## src/rtl/asym_decay_victim.sv

```systemverilog
`timescale 1ns/1ps
module asym_decay_victim #(
  parameter int NUM_WAYS    = 4,
  parameter int IDX_W       = 8,
  parameter int AGE_W       = 2,
  parameter int TICK_PERIOD = 256
) (
  input  logic                        clk,
  input  logic                        rst_n,
  input  logic                        prefer_small,
  input  logic                        touch_en,
  input  logic [$clog2(NUM_WAYS)-1:0] touch_way,
  input  logic [IDX_W-1:0]            touch_idx,
  input  logic [IDX_W-1:0]            query_idx,
  output logic [$clog2(NUM_WAYS)-1:0] victim_way
);
  localparam int WAY_W = $clog2(NUM_WAYS);
  localparam int KEY_W = AGE_W + 1;
  localparam int PRE_W = $clog2(TICK_PERIOD);
  localparam logic [PRE_W-1:0] PRE_LAST = PRE_W'(TICK_PERIOD - 1);
  localparam logic [AGE_W-1:0] AGE_MAX  = '1;

  logic [PRE_W-1:0] pre_q;
  logic tick;
  logic [NUM_WAYS-1:0][KEY_W-1:0] cand_key;
  logic [KEY_W-1:0] best_key;

  assign tick = (pre_q == PRE_LAST);

  always_ff @(posedge clk or negedge rst_n) begin
    if (!rst_n) pre_q <= '0;
    else        pre_q <= tick ? '0 : pre_q + 1'b1;
  end

  for (genvar w = 0; w < NUM_WAYS; w++) begin : g_way
    localparam int IW    = IDX_W - w;
    localparam int LINES = 1 << IW;

    logic [AGE_W-1:0] age_q [LINES];
    logic [LINES-1:0] valid_q;
    logic [IW-1:0]    t_idx, q_idx;
    logic             sel;

    assign t_idx = touch_idx[IW-1:0];
    assign q_idx = query_idx[IW-1:0];
    assign sel   = touch_en && (touch_way == WAY_W'(w));

    always_ff @(posedge clk or negedge rst_n) begin
      if (!rst_n) begin
        age_q   <= '{default: '0};
        valid_q <= '0;
      end else begin
        for (int i = 0; i < LINES; i++) begin
          if (sel && t_idx == IW'(i)) begin
            age_q[i]   <= '0;
            valid_q[i] <= 1'b1;
          end else if (tick && age_q[i] != AGE_MAX) begin
            age_q[i] <= age_q[i] + 1'b1;
          end
        end
      end
    end

    assign cand_key[w] = valid_q[q_idx] ? {1'b0, age_q[q_idx]} : {1'b1, {AGE_W{1'b0}}};
  end

  always_comb begin
    best_key   = cand_key[0];
    victim_way = '0;
    for (int w = 1; w < NUM_WAYS; w++) begin
      if (cand_key[w] > best_key || (prefer_small && cand_key[w] == best_key)) begin
        best_key   = cand_key[w];
        victim_way = WAY_W'(w);
      end
    end
  end
endmodule

```

## config.mk

```make
export PLATFORM = sky130hd
export DESIGN_NAME = asym_decay_victim
export DESIGN_NICKNAME = d
export VERILOG_FILES = /design/src/rtl/asym_decay_victim.sv
export SDC_FILE = /design/constraint.sdc
export NUM_CORES = 2
export LEC_CHECK = 0
export BUFFER_PORTS_ARGS = -buffer_cell sky130_fd_sc_hd__buf_2
export CORE_ASPECT_RATIO = 0.7
export CORE_UTILIZATION = 60
export CTS_CLUSTER_DIAMETER = 30
export DETAILED_ROUTE_END_ITERATION = 7
export PLACE_DENSITY = 0.76
export SLEW_MARGIN = 20
export SYNTH_ARGS = -nofsm -noshare
export SYNTH_HDL_FRONTEND = slang
export SYNTH_SLANG_ARGS = --single-unit
export TNS_END_PERCENT = 5
```

## constraint.sdc

```tcl
create_clock -name clk -period 9.9 [get_ports clk]
set_input_delay 1.98 -clock clk [delete_from_list [all_inputs] [get_ports clk]]
set_output_delay 1.98 -clock clk [all_outputs]
set_load 0.005 [all_outputs]
```

# ---- Word-level counts from Yosys, hierarchy flattened
# Cells that the tools add are included.
dict set report op_classes {
  addsub 481
  n_lt_le_gt_ge 11
  n_eq_ne 963
  muxes 990
  n_bitwise 4
  n_reduce_logical 1455
}
# operator count
set op_table {}
lappend op_table {{$mux 2} 970}
lappend op_table {{$eq 8x8->1 const B} 129}
lappend op_table {{$logic_and 1x1->1} 967}
lappend op_table {{$add 2x1->2 const B} 480}
lappend op_table {{$ne 2x2->1 const B} 480}
lappend op_table {{$reduce_bool 2->1} 480}
lappend op_table {{$eq 8x7->1 const B} 64}
lappend op_table {{$eq 7x7->1 const B} 64}
lappend op_table {{$eq 8x6->1 const B} 32}
lappend op_table {{$eq 7x6->1 const B} 32}
lappend op_table {{$eq 6x6->1 const B} 32}
lappend op_table {{$eq 8x5->1 const B} 16}
lappend op_table {{$eq 7x5->1 const B} 16}
lappend op_table {{$eq 6x5->1 const B} 16}
lappend op_table {{$eq 5x5->1 const B} 16}
lappend op_table {{$eq 8x4->1 const B} 8}
lappend op_table {{$eq 7x4->1 const B} 8}
lappend op_table {{$eq 6x4->1 const B} 8}
lappend op_table {{$eq 5x4->1 const B} 8}
lappend op_table {{$eq 8x3->1 const B} 4}
lappend op_table {{$eq 7x3->1 const B} 4}
lappend op_table {{$eq 6x3->1 const B} 4}
lappend op_table {{$eq 5x3->1 const B} 4}
lappend op_table {{$mux 3} 6}
lappend op_table {{41 further kinds} 56}
dict set report word_totals {
  ff_bits 1448
  in_bits 22
  elab_cells 4865
}

# ---- Depth between registers and ports, before layout
dict set report depth {
  depth_word 17
  depth_mapped 34
}

# ---- Worst setup path after synthesis
# No wires, ideal clock.
dict set report synth_path {
  path_kind {input -> output}
  start {input query_idx[1]}
  end {output victim_way[0]}
  t_arrival_ns 7.534
  required_time_ns 7.920
  path_slack_ns 0.386
  path_stages 25
  path_buffers 3
  cell_sequence {buf_4 -> buf_2 -> buf_1 -> mux4_2 -> mux4_2 -> and2_1 -> o41a_1 -> and3_1 -> ha_1 -> nand2b_1 -> a21oi_1 -> nor2b_1 -> o21a_1 -> or4_1 -> and2_1 -> ha_1 -> a21oi_1 -> nor2b_1 -> o21ai_0 -> inv_1 -> mux2_1 -> ha_1 -> nor2b_1 -> o21ai_0 -> o21ai_0}
}
dict set report synth_between {
  elab_chain_len 17
  word_cells_on_any_way 45
  cone_classes {order compare (3); eq/ne (3); mux (29); bitwise (4); reduce/logical (6)}
}
# item line_no
set synth_rtl {}
lappend synth_rtl {{start, declared} 14} ;# input logic [IDX_W-1:0] query_idx,
lappend synth_rtl {{parallel branches: the longest is 16 deep, another holds $gt 3x3->1} n/a}
lappend synth_rtl {{$mux 2 (*)} 71} ;# if (cand_key[w] > best_key || (prefer_small && cand_key[w] == best_key)) begin
lappend synth_rtl {{end, declared} 15} ;# output logic [$clog2(NUM_WAYS)-1:0] victim_way
# Mark *: on every way between the ends. The select of a mux whose other input is x is not followed.

# ---- Final worst setup path
dict set report layout_path {
  start {input query_idx[0]}
  end {output victim_way[0]}
}
# The elaborated chain is that of the path after synthesis.

==> results by group <==
Placement
  • DP HPWL: between 100,000 and 150,000 um
  • Final Wtd Congestion: just under 0.9
  • IO buf count: 23
  • Placed Cells: 8,005
  • Pre-CTS setup slack: -0.462 ns

Setup path
  • Largest stage delay, worst path: 0.55 ns
  • R2r setup slk: between 6 and 7 ns
  • Startpoint types: input pin
  • Crit-path most repeated cell: nor2b_1
  • CP required: between 7 and 8 ns
  • Crit-path max FO: 12
  • Worst-path cell with the longest stage delay: mux4_2
  • CP arrival: between 7 and 8 ns
  • Setup crit end kind: primary output
  • CP Class: in -> out

GRT
  • Grt total ovfl: 0
  • Largest net degree at the start of global routing: roughly 210
  • Global-route wire length before repair: 334,000 um
  • Vias in the first global route: ~57,000
  • GR Util All Layers: 0.339
  • Antenna violations before repair: 5

Yosys
  • Average size of a mapped cell: 11.7 um^2
  • Post-synth EDFFs: 0
  • Asr flop ratio synth: 1.00
  • Post-synthesis sequential area ratio: 0.477
  • Cells after synthesis: 6,493
  • #FFs+latches synth: between 1,000 and 1,500
  • Synth unique cells: a little over 70
  • YS warnings: 0
  • Netlist Area Pre-Place: approximately 76,000 um^2
  • Ys flop type: dfrtp_1
  • Synth Net Count: 7,005

CTS
  • CTS Buf Count: ~220
  • CTS Sinks: 1,448
  • Skew-Pair Late Insertion Delay: 0.86 ns
  • Max H-tree Level: 4
  • CTS tree: yes
  • Root Buffer: clkbuf_16
  • Max Root-Sink Buffers: 3
  • Worst-path clk slew: 0.05 ns
  • Hold Buf Count CTS: 0

STA
  • Clk_skew: 0.0301 ns
  • Worst setup slack after layout: 0.234 ns
  • Setup TNS: 0 ns
  • Final worst path period share: 0.976
  • Tightest Pin Transition: ~1.1 ns
  • Max-slew headroom: 0.262
  • Slew Limit Fails: 0
  • Max Clk Rate: around 100 MHz
  • Min Tclk post-route: between 9 and 10 ns
  • Final Setup Violations: 0
  • Final hold viol count: 0

Die
  • IO Pins: 24
  • Die width: ~430 um
  • Rows: 108
  • Starting density of the core: 0.609
  • Die H: roughly 300 um
  • DIE AREA: between 100,000 and 150,000 um^2
  • Core area: about 120,000 um^2

Final layout
  • Seq. cell area: 36,200 um^2
  • Final #Nets: approximately 7,000
  • Synthesis-to-finish area growth: 15.0%
  • Non-filler cells, final: about 8,400
  • Layout cells sized above 1: 0.189
  • Most common cell after layout, fill and taps aside: dfrtp_1
  • Area of the multi-input gates: approximately 38,000 um^2
  • Most frequent cells in the layout: dfrtp_1 (1,448), a21oi_1 (892), nor2_1 (708)
  • Fill cells: approximately 8,300

Pwr
  • Switch Pwr: between 0.004 and 0.005 W
  • Power density cells: 184 nW/um^2
  • Cell Int Power: roughly 0.012 W
  • Clock power share: 0.505
  • Logic pwr share: 0.093
  • Sequential power share: 0.402
  • Peak VDD IR: 0.227 mV
  • Switching share of power: 0.265
  • Leakage: about 36 nW

Flow run
  • Max-Cap Viols: 0

Detailed routing
  • Routed Antenna Nets: 0
  • DR vias/cell: 6.57
  • Initial DRC Count: 5,750
  • Drt first pass iters: 6
  • Routed len/inst: roughly 25 um
  • Vias: 55,500
  • Drt drc: 0
  • Final wirelength: between 200,000 and 250,000 um

Hold path
  • Hold Path Class: reg -> reg

Outcome
  • Status: complete, no violations
## logic make-up (layout without fill, tap and decap cells)
logic type / count (synthesis) / after routing / share of synthesized area
compound gates: 1550 / 1550 / 0.120
flops: 1448 / 1448 / 0.477
simple gates: 1220 / 1220 / 0.0686
mux: 834 / 834 / 0.167
fa+ha+maj: 490 / 490 / 0.0807
xor+xnor: 485 / 485 / 0.0559
buf+inv: 466 / 765 / 0.0301
other cells: 0 / 6 / 0
## power groups by stage
stage / combinational [W] / sequential, W / clock [W]
3_5_place_dp: 0.00143 / 0.00653 / 0
2_1_floorplan: 0.000904 / 0.00645 / 0
6_report: 0.00150 / 0.00644 / 0.00809
4_1_cts: 0.00147 / 0.00643 / 0.00814
5_1_grt: 0.00164 / 0.00647 / 0.00841
3_3_place_gp: 0.00136 / 0.00651 / 0
## per-layer routing
layer | up-vias | part of all wire | global-route usage
met2 | 2725 | 0.45 | 0.493
met4 | 4 | 0.029 | 0.120
li1 | 23700 | - | -
met5 | - | 0.00051 | 0.00481
met1 | 28700 | 0.42 | 0.494
met3 | 429 | 0.11 | 0.0904
## per-stage QoR
step	power, W	hold WS [ns]	instance area, um^2	utilization
6_report	0.0160	0.447	87400	0.700
5_1_grt	0.0165	0.455	87300	0.700
4_1_cts	0.0160	0.449	87100	0.698
3_5_place_dp	0.00796	0.436	78900	0.633
3_3_place_gp	0.00787	0.431	78900	0.633
2_1_floorplan	0.00736	0.420	76000	-
## worst paths after layout
check / cells after the start / end / startpoint
max: 29 / victim_way[0] / query_idx[0]
min: 1 / g_way[0].valid_q[3] / g_way[0].valid_q[3]
max reg2reg: 7 / g_way[0].age_q[61] / pre_q[0]
min reg2reg: 1 / g_way[0].valid_q[3] / g_way[0].valid_q[3]
max in group asynchronous: 3 / g_way[0].age_q[164] / rst_n
min in group asynchronous: 1 / g_way[2].age_q[45] / rst_n
## state kept, by name, summed over array words and instances, names as in the netlist
name and cells:
g_way.valid_q 480, g_way.age_q 960, pre_q 8
## cell type report
cell class | instances | area share
diodes | 6 | 0.000172
clock buffers | 250 | 0.0666
clock inverters | 170 | 0.0228
inverters | 10 | 0.000430
multi-input cells | 4579 | 0.435
flip-flops and latches | 1448 | 0.415
well taps | 1650 | 0.0236
repair buffers | 335 | 0.0367
## synth_stat cells (all sizes together) (101+ instances only)
library cell / number / area (um^2)
nand2: 195 / 732
or2: 101 / 632
a21oi: 901 / 4510
mux4: 344 / 7800
clkbuf: 303 / 1140
buf: 152 / 1100
ha: 490 / 6130
mux2i: 475 / 4750
o21ai: 119 / 596
dfrtp: 1448 / 36200
nor2: 749 / 2810
a21o: 386 / 2900
xnor2: 483 / 4230
## critical path, delay by kind of cell
family,cells,cell delay [ns]
buffers and inverters,7,1.01
muxes,2,0.88
AOI/OAI and AO/OA,8,1.39
and+or+nand+nor,9,1.59
adders and majority gates,3,0.79
## what timing repair did
item,4_1_cts,5_1_grt
setup buffers,3,10
gates cloned,3,2
endpoints found under the setup margin,2,2
pin swaps,6,10
resized for setup,51,34
No activity file was read; power rests on OpenSTA's default activity.
